==> src/rtl/sig_chg_pkg.sv <==
package sig_chg_pkg;

    localparam int CHAN_W = 5;
    localparam int SIG_W  = 4;
    localparam int WORD_W = 16;
    localparam int RSVD_W = WORD_W - CHAN_W - SIG_W;
    localparam int N_IRQ  = 3;

    typedef struct packed {
        logic [RSVD_W-1:0] rsvd;
        logic [SIG_W-1:0]  sig;
        logic [CHAN_W-1:0] chan;
    } sig_evt_t;

    typedef enum int {
        IRQ_THR = 0,
        IRQ_TMR = 1,
        IRQ_OVF = 2
    } irq_idx_e;

    function automatic sig_evt_t make_evt(logic [CHAN_W-1:0] c, logic [SIG_W-1:0] s);
        sig_evt_t e;
        e.rsvd = '0;
        e.sig  = s;
        e.chan = c;
        return e;
    endfunction

endpackage

==> src/rtl/sig_chg_store.sv <==
module sig_chg_store
    import sig_chg_pkg::*;
#(
    parameter int DEPTH = 64
) (
    input  logic                         clk,
    input  logic                         rst,
    input  logic                         push_req,
    input  logic                         pop_req,
    input  sig_evt_t                     wdata,
    output sig_evt_t                     rdata,
    output logic [$clog2(DEPTH+1)-1:0]   level,
    output logic                         push_drop
);
    localparam int AW = (DEPTH > 1) ? $clog2(DEPTH) : 1;
    localparam int LW = $clog2(DEPTH+1);

    sig_evt_t        mem [DEPTH];
    logic [AW-1:0]   wp, rp;
    logic            full, empty, do_pop, do_push;

    assign full    = (level == LW'(DEPTH));
    assign empty   = (level == '0);
    assign do_pop  = pop_req && !empty;
    assign do_push = push_req && (!full || do_pop);
    assign push_drop = push_req && full && !pop_req;

    function automatic logic [AW-1:0] bump(logic [AW-1:0] p);
        return (p == AW'(DEPTH-1)) ? '0 : p + 1'b1;
    endfunction

    always_ff @(posedge clk) begin
        if (do_push) mem[wp] <= wdata;
    end

    always_ff @(posedge clk) begin
        if (rst) begin
            wp    <= '0;
            rp    <= '0;
            level <= '0;
        end else begin
            if (do_push) wp <= bump(wp);
            if (do_pop)  rp <= bump(rp);
            if (do_push && !do_pop)      level <= level + 1'b1;
            else if (do_pop && !do_push) level <= level - 1'b1;
        end
    end

    assign rdata = empty ? sig_evt_t'('0) : mem[rp];

endmodule

==> src/rtl/sig_chg_timer.sv <==
module sig_chg_timer #(
    parameter int TMR_W = 16
) (
    input  logic             clk,
    input  logic             rst,
    input  logic             active,
    input  logic [TMR_W-1:0] reload,
    output logic             expire
);
    logic [TMR_W-1:0] cnt;

    assign expire = active && (cnt == '0);

    always_ff @(posedge clk) begin
        if (rst)                   cnt <= '0;
        else if (!active || expire) cnt <= reload;
        else                        cnt <= cnt - 1'b1;
    end

endmodule

==> src/rtl/sig_chg_irq.sv <==
module sig_chg_irq
    import sig_chg_pkg::*;
(
    input  logic             clk,
    input  logic             rst,
    input  logic [N_IRQ-1:0] set_vec,
    input  logic             cor_mode,
    input  logic             stat_rd,
    input  logic             clr_we,
    input  logic [N_IRQ-1:0] clr_val,
    input  logic [N_IRQ-1:0] mask,
    output logic [N_IRQ-1:0] bits,
    output logic             any
);
    logic [N_IRQ-1:0] clr_vec;

    always_comb begin
        if (cor_mode) clr_vec = stat_rd ? '1 : '0;
        else          clr_vec = clr_we ? clr_val : '0;
    end

    for (genvar i = 0; i < N_IRQ; i++) begin : g_bit
        always_ff @(posedge clk) begin
            if (rst) bits[i] <= 1'b0;
            else     bits[i] <= set_vec[i] | (bits[i] & ~clr_vec[i]);
        end
    end

    assign any = |(bits & ~mask);

endmodule

==> src/rtl/sig_chg_fifo.sv <==
module sig_chg_fifo
    import sig_chg_pkg::*;
#(
    parameter int DEPTH = 64,
    parameter int TMR_W = 16
) (
    input  logic                        clk,
    input  logic                        rst,
    input  logic                        wr_en,
    input  logic [4:0]                  wr_chan,
    input  logic [3:0]                  wr_sig,
    input  logic                        rd_en,
    output logic [15:0]                 rd_data,
    output logic [$clog2(DEPTH+1)-1:0]  level,
    input  logic [$clog2(DEPTH+1)-1:0]  thresh,
    input  logic [TMR_W-1:0]            tmr_reload,
    input  logic [2:0]                  irq_mask,
    input  logic                        cor_mode,
    input  logic                        stat_rd,
    input  logic                        clr_we,
    input  logic [2:0]                  clr_val,
    output logic                        thr_status,
    output logic [2:0]                  irq_bits,
    output logic                        irq_out
);
    sig_evt_t         head;
    logic             drop, tmr_fire;
    logic [N_IRQ-1:0] set_vec;

    sig_chg_store #(.DEPTH(DEPTH)) store_i (
        .clk       (clk),
        .rst       (rst),
        .push_req  (wr_en),
        .pop_req   (rd_en),
        .wdata     (make_evt(wr_chan, wr_sig)),
        .rdata     (head),
        .level     (level),
        .push_drop (drop)
    );

    sig_chg_timer #(.TMR_W(TMR_W)) timer_i (
        .clk    (clk),
        .rst    (rst),
        .active (level != '0),
        .reload (tmr_reload),
        .expire (tmr_fire)
    );

    assign thr_status = (level > thresh);

    always_comb begin
        set_vec          = '0;
        set_vec[IRQ_THR] = thr_status;
        set_vec[IRQ_TMR] = tmr_fire;
        set_vec[IRQ_OVF] = drop;
    end

    sig_chg_irq irq_i (
        .clk      (clk),
        .rst      (rst),
        .set_vec  (set_vec),
        .cor_mode (cor_mode),
        .stat_rd  (stat_rd),
        .clr_we   (clr_we),
        .clr_val  (clr_val),
        .mask     (irq_mask),
        .bits     (irq_bits),
        .any      (irq_out)
    );

    assign rd_data = head;

endmodule

==> config.mk <==
export PLATFORM = sky130hd
export DESIGN_NAME = sig_chg_fifo
export DESIGN_NICKNAME = d
export VERILOG_FILES = /design/src/rtl/sig_chg_pkg.sv /design/src/rtl/sig_chg_store.sv /design/src/rtl/sig_chg_timer.sv /design/src/rtl/sig_chg_irq.sv /design/src/rtl/sig_chg_fifo.sv
export SDC_FILE = /design/constraint.sdc
export NUM_CORES = 1
export LEC_CHECK = 0
export BUFFER_PORTS_ARGS = -buffer_cell sky130_fd_sc_hd__buf_2
export CAP_MARGIN = 40
export CELL_PAD_IN_SITES_DETAIL_PLACEMENT = 1
export CELL_PAD_IN_SITES_GLOBAL_PLACEMENT = 2
export CORE_UTILIZATION = 40
export CTS_CLUSTER_DIAMETER = 40
export DETAILED_ROUTE_END_ITERATION = 8
export PLACE_DENSITY_LB_ADDON = 0.1
export SLEW_MARGIN = 20
export SYNTH_ARGS = -nofsm -noshare
export SYNTH_HDL_FRONTEND = slang
export SYNTH_SLANG_ARGS = --single-unit
==> constraint.sdc <==
create_clock -name clk -period 3.7 [get_ports clk]
set_clock_uncertainty 0.15 [all_clocks]
set_input_delay 1.11 -clock clk [delete_from_list [all_inputs] [get_ports clk]]
set_output_delay 1.11 -clock clk [all_outputs]
set_load 0.02 [all_outputs]
==> results.md <==
* Status: finished with violations
* Failing checks: setup timing
* CP Depth at 10
* CTS Hold Bufs at 0
* Starting Density at 40.5%
* Core region area at 0.0616 mm^2
* HPWL after DPL at 44,900 um
* Final #Nets at 1,721
* Setup repair after global routing missed its margin: yes
* Drt drc at 0
* # setup viols final at 9
* Worst Path Required at 2.44 ns
* Post-DR wirelength/cell at 27.5 um
* Final Max Slew Viols at 0
* Drt pass-1 iters at 5
* Commonest non-fill, non-tap cell in the layout: edfxtp_1
* PortBufs at 65
* Pwr dens at 718 mW/mm^2
* Row count at 91
* Final period util at 112%
* Startpoint types: flop
* CTS clock-pin slew for the worst setup and hold paths at 0.05 ns
* Commonest cells after routing, fill and taps aside: 576 x edfxtp_1, 192 x buf_4, 138 x mux4_2, 108 x nor2_1, 104 x clkbuf_16
* Cell count after synthesis at 1,314
* Fin worst setup slack at -0.449 ns
* Ys flop type: edfxtp_1
* Max H-tree Level at 3
* Post-route ant nets at 0
* Pre-CTS setup slack at -0.0254 ns
* Synth Warn # at 0
* Die height at 252 um
* Fill cell count at 5,593
* First DRT Iteration DRCs at 1,073
* GRT Total Usage at 22.8%
* Crit Reg-Reg Startpoint: store_i.level[2]$_SDFFE_PP0P_
* Remaining Overflow, GRT at 0
* Arr. time, crit path at 2.89 ns
* WS Path Type: reg -> out
* Vias after detailed routing at 14,058
* Initial antenna violation count at 1
* Area Growth Syn to Fin at 28.5%
* WL final at 71,000 um
* Hold Path Depth at 2
* Final min period at 4.15 ns
* R2R setup slack at 0.29 ns
* Worst-path fanout max at 6
* Static Leak at 10.8 nW
* Critical path buffer and inverter count at 5
* Sequential-to-total area share from yosys stat at 72.9%
* Worst rel slew slack at 44.4%
* Post-synth EDFFs at 576
* Clk buf depth at 3
* Chip width at 252 um
* Crit end category: output port
* Crit path cell chain: buf_12, buf_12, buf_6, mux4_2, o22ai_2, nor3_2, o2111ai_2, buf_6, o211ai_1, buf_4
* Syn avg cell area at 19.0 um^2
* Worst path slowest cell: mux4_2
* Reg2Reg Depth at 11
* CTS tree: yes
* Critical Path Max Stage Delay at 0.55 ns
* HP Start: irq_i.bits[2]$_SDFF_PP0_
* Routability Congestion at 0.809
* MaxCap Viol Count at 0
* Synth async-reset ratio at 0%
* Share of cells above drive strength 1 at 40.9%
* Mapped Area at 0.0249 mm^2
* Clock root buffer master: clkbuf_16
* Synth unique cells at 70
* Hold Crit Class: reg -> reg
* Worst vdd ir at 0.000451 V
* Yosys reg bits at 620
* Worst Hold End: irq_i.bits[2]$_SDFF_PP0_
* Max Fclk at 241 MHz
* Hold Slack at 0.348 ns
* Largest net degree at the start of global routing at 65
* Critical R2R Capture: store_i.level[6]$_SDFFE_PP0P_
* Hold Fails Final Rpt at 0
* Clock Sink Count at 620
* Die ar. at 0.0633 mm^2
* First-pass GRT wire length at 103,000 um
* Via density at 5.44
* Inserted Clock Buffers at 104
* I/O pin count at 73
* Worst Max-Slew Pin Slew at 0.833 ns
* Vias in the first global route at 14,825
* Worst skew pair latency at 0.65 ns
* Crit path max-delay family: buffers and inverters
==> power by group <==
| part | total [mW] | internal (mW) | switching (mW) |
|---|---|---|---|
| clock network | 9.47 | 5.87 | 3.60 |
| logic | 5.53 | 2.82 | 2.71 |
| registers | 7.99 | 7.81 | 0.176 |
==> timing repair <==
action	4_1_cts	5_1_grt
resized for setup	120	55
gates cloned	9	0
pin swaps	30	30
endpoints found under the setup margin	10	10
setup buffers	22	16
==> tightest hold or removal path, delay by kind of cell (launching register included) <==
kind            cells  cell delay, ns
compound gates      1            0.06
flops               1            0.31
simple gates        1            0.07
==> sequential cells by signal (all words and copies together), names as in the netlist, named ones only <==
name           flops
store_i.level      7
store_i.wp         6
timer_i.cnt       16
store_i.mem      576
store_i.rp         6
irq_i.bits         3
==> synthesized netlist by cell type (all sizes together), types with 6 or more instances <==
master	count	area, um^2
or3	9	56.3
edfxtp	576	17300
nor3	9	50.1
nand2b	7	43.8
nand4	6	37.5
nor2	111	417
nor4	8	71.3
a22oi	12	100
mux4	144	3360
o221ai	9	78.8
a221oi	6	52.6
mux2i	11	110
a211oi	18	140
ha	18	225
clkbuf	22	82.6
o22ai	23	144
xor2	11	96.3
xnor2	11	96.3
nand2	52	195
inv	22	82.6
buf	53	393
a21oi	20	100
o21ai	19	95.1
nand3	13	65.1
nor2b	11	68.8
dfxtp	44	881
nand3b	7	52.6
==> kinds of logic (layout without fill, tap and decap cells) <==
family / Yosys count / after routing / synth area share, %
flops: 620 / 620 / 72.9
simple gates: 255 / 255 / 4.94
mux: 156 / 156 / 14.0
compound gates: 143 / 143 / 4.15
buf+inv: 98 / 524 / 2.25
xor+xnor: 22 / 22 / 0.773
fa+ha+maj: 19 / 19 / 0.984
other cells: 1 / 8 / 0.0150
==> metrics by stage <==
stage	total power [mW]	setup TNS (ns)	area (um^2)	cells	utilization, %
2_1_floorplan	10.9	0	24900	1320	-
3_3_place_gp	12.5	0	27500	2346	44.7
3_5_place_dp	12.6	-0.0334	27600	2347	44.7
4_1_cts	23.0	-4.31	31800	2572	51.6
5_1_grt	23.8	-4.39	32000	2583	52.0
6_report	23.0	-3.66	32000	2584	52.0
==> cell type report <==
class	count	area [um^2]	share of cell area (%)
Clock inverter	85	842	2.63
Tap cell	837	1050	3.27
Inverter	23	86.3	0.270
Timing Repair Buffer	306	2720	8.49
Multi-Input combinational cell	602	6510	20.3
Sequential cell	620	18200	56.8
Clock buffer	110	2630	8.20
Antenna cell	1	2.50	0.00781
==> how the worst max path moves through the flow <==
| stage | to | slack (ns) |
|---|---|---|
| final | rd_data[5] | -0.45 |
| after global routing | rd_data[8] | -0.55 |
| after CTS | rd_data[5] | -0.52 |
| after detailed placement | store_i.level[6]$_SDFFE_PP0P_ | -0.03 |
| after global placement | rd_data[1] | 0.002 |
| after floorplan | store_i.level[6]$_SDFFE_PP0P_ | 0.14 |
==> per-layer routing <==
layer / wire [um] / GRT usage (%) / up-vias
met1: 30800 / 31.1 / 7453
met2: 34600 / 37.1 / 404
li1: - / - / 6087
met5: 12 / 0 / -
met3: 3910 / 4.77 / 112
met4: 1680 / 6.72 / 2
Power figures use the tool's default switching activity.
